### config.mk
export PLATFORM = sky130hd
export DESIGN_NAME = cap_timer4
export DESIGN_NICKNAME = d
export VERILOG_FILES = /design/src/rtl/ctimer_pkg.sv /design/src/rtl/ctimer_tick.sv /design/src/rtl/ctimer_capch.sv /design/src/rtl/cap_timer4.sv
export SDC_FILE = /design/constraint.sdc
export NUM_CORES = 1
export LEC_CHECK = 0
export ABC_AREA = 1
export BUFFER_PORTS_ARGS = -buffer_cell sky130_fd_sc_hd__clkbuf_2
export CAP_MARGIN = 20
export CORE_ASPECT_RATIO = 1.5
export CORE_MARGIN = 4
export CORE_UTILIZATION = 54
export CTS_CLUSTER_SIZE = 10
export DETAILED_ROUTE_END_ITERATION = 6
export PLACE_DENSITY = 0.83
export SYNTH_ARGS = -nofsm -noshare
export SYNTH_HDL_FRONTEND = slang
export SYNTH_HIERARCHICAL = 1
export SYNTH_SLANG_ARGS = --single-unit
### constraint.sdc
create_clock -name clk_i -period 4.11 [get_ports clk_i]
set_input_delay 0.6165 -clock clk_i [delete_from_list [all_inputs] [get_ports clk_i]]
set_output_delay 0.6165 -clock clk_i [all_outputs]
set_load 0.02 [all_outputs]
### src/rtl/ctimer_pkg.sv
package ctimer_pkg;
  typedef enum logic [1:0] {
    SEL_FALL   = 2'b00,
    SEL_RISE   = 2'b01,
    SEL_RISE4  = 2'b10,
    SEL_RISE16 = 2'b11
  } edge_sel_e;

  localparam int PS_W       = 4;
  localparam int PS4_LAST   = 3;
  localparam int PS16_LAST  = 15;

  localparam int A_CTRL  = 0;
  localparam int A_COUNT = 1;
  localparam int A_FLAGS = 2;
  localparam int A_MASK  = 3;
  localparam int A_CAP   = 4;

  localparam int CB_RUN  = 0;
  localparam int CB_CSEL = 1;
  localparam int CB_FOUR = 2;
  localparam int CB_SEL  = 4;
endpackage

### src/rtl/ctimer_tick.sv
module ctimer_tick #(
  parameter int DIV = 4
) (
  input  logic clk_i,
  input  logic rst_ni,
  input  logic run_i,
  input  logic csel_i,
  input  logic ext_clk_i,
  output logic tick_o
);
  localparam int DW = (DIV > 1) ? $clog2(DIV) : 1;

  logic [DW-1:0] div_q;
  logic [2:0]    ext_q;   // [0],[1] sync, [2] previous

  always_ff @(posedge clk_i or negedge rst_ni) begin
    if (!rst_ni) begin
      div_q <= '0;
      ext_q <= '0;
    end else begin
      div_q <= (div_q == DW'(DIV-1)) ? '0 : div_q + 1'b1;
      ext_q <= {ext_q[1:0], ext_clk_i};
    end
  end

  assign tick_o = run_i & (csel_i ? (ext_q[1] & ~ext_q[2]) : (div_q == DW'(DIV-1)));
endmodule

### src/rtl/ctimer_capch.sv
module ctimer_capch import ctimer_pkg::*; #(
  parameter int TW = 16
) (
  input  logic          clk_i,
  input  logic          rst_ni,
  input  logic          pin_i,
  input  logic [1:0]    sel_i,
  input  logic          en_i,
  input  logic          pc_clr_i,
  input  logic          flag_clr_i,
  input  logic [TW-1:0] cnt_i,
  input  logic          wr_i,
  input  logic [TW-1:0] wdata_i,
  output logic [TW-1:0] cap_o,
  output logic          flag_o,
  output logic          ovf_o,
  output logic          evt_o
);
  edge_sel_e       sel;
  logic [2:0]      pin_q;
  logic            rise, fall, evt_raw, flag_live;
  logic [PS_W-1:0] pc_q, pc_last;

  assign sel     = edge_sel_e'(sel_i);
  assign rise    = pin_q[1] & ~pin_q[2];
  assign fall    = ~pin_q[1] & pin_q[2];
  assign pc_last = (sel == SEL_RISE4) ? PS_W'(PS4_LAST) : PS_W'(PS16_LAST);

  always_comb begin
    unique case (sel)
      SEL_FALL:   evt_raw = fall;
      SEL_RISE:   evt_raw = rise;
      SEL_RISE4,
      SEL_RISE16: evt_raw = rise & (pc_q == pc_last);
      default:    evt_raw = 1'b0;
    endcase
  end

  assign evt_o     = evt_raw & en_i;
  assign flag_live = flag_o & ~flag_clr_i;

  always_ff @(posedge clk_i or negedge rst_ni) begin
    if (!rst_ni) begin
      pin_q  <= '0;
      pc_q   <= '0;
      cap_o  <= '0;
      flag_o <= 1'b0;
      ovf_o  <= 1'b0;
    end else begin
      pin_q <= {pin_q[1:0], pin_i};
      if (pc_clr_i)
        pc_q <= '0;
      else if (rise && sel_i[1])
        pc_q <= (pc_q == pc_last) ? '0 : pc_q + 1'b1;

      if (evt_o && !flag_live) begin
        cap_o  <= cnt_i;
        flag_o <= 1'b1;
        ovf_o  <= 1'b0;
      end else begin
        if (wr_i) cap_o <= wdata_i;
        if (evt_o) begin
          ovf_o <= 1'b1;
        end else if (flag_clr_i) begin
          flag_o <= 1'b0;
          ovf_o  <= 1'b0;
        end
      end
    end
  end
endmodule

### src/rtl/cap_timer4.sv
module cap_timer4 import ctimer_pkg::*; #(
  parameter int TW  = 16,
  parameter int NCH = 4,
  parameter int DIV = 4
) (
  input  logic           clk_i,
  input  logic           rst_ni,
  input  logic           we_i,
  input  logic [2:0]     addr_i,
  input  logic [TW-1:0]  wdata_i,
  output logic [TW-1:0]  rdata_o,
  input  logic           ext_clk_i,
  input  logic [NCH-1:0] cap_i,
  output logic           irq_o
);
  localparam int CW = CB_SEL + 2*NCH;
  localparam int FW = 1 + 2*NCH;

  logic [CW-1:0]          ctrl_q;
  logic [NCH:0]           mask_q;
  logic [TW-1:0]          cnt_q;
  logic                   tflag_q;
  logic                   tick, wrap_hit, four_cap;
  logic                   ctrl_wr, cnt_wr, flag_wr, per_wr, mask_wr;
  logic [NCH-1:0]         cflag, ovf, evt, fclr;
  logic [NCH-1:0][TW-1:0] cap_val;

  assign four_cap = ctrl_q[CB_FOUR];
  assign ctrl_wr  = we_i && (addr_i == 3'(A_CTRL));
  assign cnt_wr   = we_i && (addr_i == 3'(A_COUNT));
  assign flag_wr  = we_i && (addr_i == 3'(A_FLAGS));
  assign mask_wr  = we_i && (addr_i == 3'(A_MASK));
  assign per_wr   = we_i && (addr_i == 3'(A_CAP));
  assign wrap_hit = four_cap ? (cnt_q == '1) : (cnt_q == cap_val[0]);

  ctimer_tick #(.DIV(DIV)) u_tick (
    .clk_i     (clk_i),
    .rst_ni    (rst_ni),
    .run_i     (ctrl_q[CB_RUN]),
    .csel_i    (ctrl_q[CB_CSEL]),
    .ext_clk_i (ext_clk_i),
    .tick_o    (tick)
  );

  always_ff @(posedge clk_i or negedge rst_ni) begin
    if (!rst_ni) begin
      ctrl_q  <= '0;
      mask_q  <= '0;
      cnt_q   <= '0;
      tflag_q <= 1'b0;
    end else begin
      if (ctrl_wr) ctrl_q <= wdata_i[CW-1:0];
      if (mask_wr) mask_q <= wdata_i[NCH:0];
      if (cnt_wr)
        cnt_q <= wdata_i;
      else if (tick)
        cnt_q <= wrap_hit ? '0 : cnt_q + 1'b1;
      if (tick && wrap_hit && !cnt_wr)
        tflag_q <= 1'b1;
      else if (flag_wr && wdata_i[0])
        tflag_q <= 1'b0;
    end
  end

  for (genvar k = 0; k < NCH; k++) begin : g_ch
    assign fclr[k] = flag_wr & wdata_i[1+k];
    ctimer_capch #(.TW(TW)) u_ch (
      .clk_i      (clk_i),
      .rst_ni     (rst_ni),
      .pin_i      (cap_i[k]),
      .sel_i      (ctrl_q[CB_SEL+2*k +: 2]),
      .en_i       ((k == 0) ? four_cap : 1'b1),
      .pc_clr_i   (ctrl_wr),
      .flag_clr_i (fclr[k]),
      .cnt_i      (cnt_q),
      .wr_i       ((k == 0) ? per_wr : 1'b0),
      .wdata_i    (wdata_i),
      .cap_o      (cap_val[k]),
      .flag_o     (cflag[k]),
      .ovf_o      (ovf[k]),
      .evt_o      (evt[k])
    );
  end

  always_comb begin
    rdata_o = '0;
    if (addr_i >= 3'(A_CAP))
      rdata_o = cap_val[addr_i - 3'(A_CAP)];
    else begin
      unique case (addr_i)
        3'(A_CTRL):  rdata_o = TW'(ctrl_q);
        3'(A_COUNT): rdata_o = cnt_q;
        3'(A_FLAGS): rdata_o = TW'({ovf, cflag, tflag_q});
        3'(A_MASK):  rdata_o = TW'(mask_q);
        default:     rdata_o = '0;
      endcase
    end
  end

  assign irq_o = |({cflag, tflag_q} & mask_q);

  logic unused_ok;
  assign unused_ok = ^{FW};
endmodule

==> results.yml <==
status:
  status: "finished with violations"
  violations: "design-rule violations"
critical_path:
  crit_arrival_ns: 2.10
  cp_slowest_cell: "clkbuf_2"
  cp-startpoint: "addr_i[2]"
  crit_path_end_kind: "primary output"
  worst-setup-path-type: "input port to primary output"
  cp_max_fo: 20
  required_ns: 3.49
  startpoint_type: "input port"
  crit-reg2reg-launch: "ctrl_q[2]"
  critical_path.max_stage_delay_ns: 0.31
  path_cells: "clkbuf_2 > inv_2 > nand2_1 > inv_2 > a22oi_1 > a32oi_1 > clkbuf_2"
timing:
  fmax_mhz: 368.6
  relSlewSlack_pct: 29.00
  tightestPinTransition_ns: 1.065
  grt_setup_unrepaired: "no"
  drv_slew: 0
  fin_skew_ns: 0.008380
  setup_viol: 0
  final.min_clock_period_ns: 2.713
  final.setup.tns_ns: 0
  finalHoldViolCount: 0
  timing.final.crit_share_pct: 66.01
synth:
  syn-cell-area_sq_mm: 0.008994
  synthCells: 1295
  avgSynthCellArea_sq_um: 6.945
  ys_warn_count: 6
cts:
  htreeDepth: 4
  cts_tree: "yes"
  hold_buffers: 0
  clk_path_buf_depth: 2
  clock-root-buffer: "clkbuf_16"
  cts_sinks: 139
  cts_setup_buffers: 0
  clock_latency_ns: 0.43
  clk_pin_slew_ns: 0.06
  cts_buffers: 17
  post_cts_resize_count: 0
grt:
  grt-ovfl-total: 0
  grt_pass1_vias: 8491
  grt.total_usage_pct: 29.84
  grt_pass1_wl_um: 44230
  antenna_found_initial: 0
  grt_start_max_net_pins: 93
routing:
  drc: 1
  wirelength_um: 27650
  drt_iter0_drc: 973
  drt.antenna.violating_nets: 0
  dr_total_vias: 8854
  first_pass_iters: 7
  vias_per_cell: 5.791
  wl_per_cell_um: 18.08
power:
  p_leak_nw: 5.066
  power_mw: 5.553
  peakVddDrop_uv: 278.7
  pwr_density_cell_mw_per_mm2: 575.5
cells_and_area:
  drive_gt1_share_pct: 10.20
  nets: 1343
  area.growth.synth_to_final_pct: 7.290
  fin_util_pct: 59.34
  diodes: 0
hold_path:
  hold_class: "input port to asynchronous set/reset pin"
die:
  dieArea_sq_mm: 0.01883
  num_rows: 57
  io_pins: 44
  die_w_um: 113.4
  core-area_sq_mm: 0.01626
  die_y_um: 166.1
  start_util_pct: 55.31
place:
  portBuffers: 43
  gp_congestion: 0.9496
  dp_hpwl_um: 20030
flow_run:
  maxCapViolations: 0
[cell type report]
class                      count  area, sq um
fill                        1510         6611
multi-input combinational    930         4418
sequential                   139         3478
inverter                     175        656.9
clock buffer                  18        429.2
timing repair buffer          47        264.0
tap                          206        257.7
clock inverter                14        145.1
[final timing paths]
check | slack, ns | cells after the start | end
setup / recovery | 1.40 | 7 | rdata_o[6]
hold / removal | 0.25 | 1 | cnt_q[12]
setup reg to reg | 1.54 | 6 | g_ch[0].u_ch/cap_o[14]
hold reg to reg | 0.35 | 0 | g_ch[2].u_ch/pin_q[1]
max in group asynchronous | 3.11 | 2 | mask_q[2]
min in group clk_i | 0.29 | 1 | g_ch[0].u_ch/pin_q[0]
[metrics by stage]
step                      instance area (sq um)  setup WS, ns  hold slack, ns  std cells
final                                      9649         1.397          0.2531       1529
after global routing                       9649         1.279          0.2707       1529
after CTS                                  9649         1.428          0.2818       1529
after detailed placement                   9075         1.435          0.3355       1497
after global placement                     9075         1.450          0.3330       1497
after floorplan                            9009         1.807          0.3209       1299
[metal layers]
metal,up-vias,wire (um),track usage [%]
met5,-,0,0
met4,0,2392,21.23
met3,139,1964,5.140
met2,477,13440,48.94
met1,4078,9857,34.89
li1,4160,-,-
[where the power goes]
| group | leakage (nW) | switching [mW] | internal, mW |
|---|---|---|---|
| Clock | 0.273 | 0.623 | 0.894 |
| Combinational | 3.10 | 1.13 | 0.578 |
| Sequential | 1.69 | 0.608 | 1.72 |
| Total | 5.07 | 2.36 | 3.19 |
[critical path: cells and delay by family]
| kind | cells | cell delay, ns |
|---|---|---|
| buffers and inverters | 4 | 0.96 |
| AOI/OAI and AO/OA | 2 | 0.39 |
| and+or+nand+nor | 1 | 0.13 |
[registers in the layout, indices dropped and copies added (netlist names)]
name	flops
g_ch.u_ch/cap_o	64
cnt_q	16
g_ch.u_ch/pc_q	16
ctrl_q	12
g_ch.u_ch/pin_q	12
mask_q	5
g_ch.u_ch/flag_o	4
g_ch.u_ch/ovf_o	4
u_tick/ext_q	3
u_tick/div_q	2
tflag_q	1
[layout by cell type (no fill, tap or decap), types with 6 or more instances in the layout]
cell type	n
nor2_1	75
nand4_1	74
nand2_1	494
inv_1	160
a22oi_1	11
clkbuf_16	17
a21oi_1	17
dfrtp_1	139
nand3_1	100
nand3_2	10
xor2_1	12
clkbuf_2	42
o21ai_1	30
conb_1	6
o22ai_1	12
inv_2	11
nand2_2	19
o21ai_0	24
ha_1	6
No activity file was read; power rests on OpenSTA's default activity.
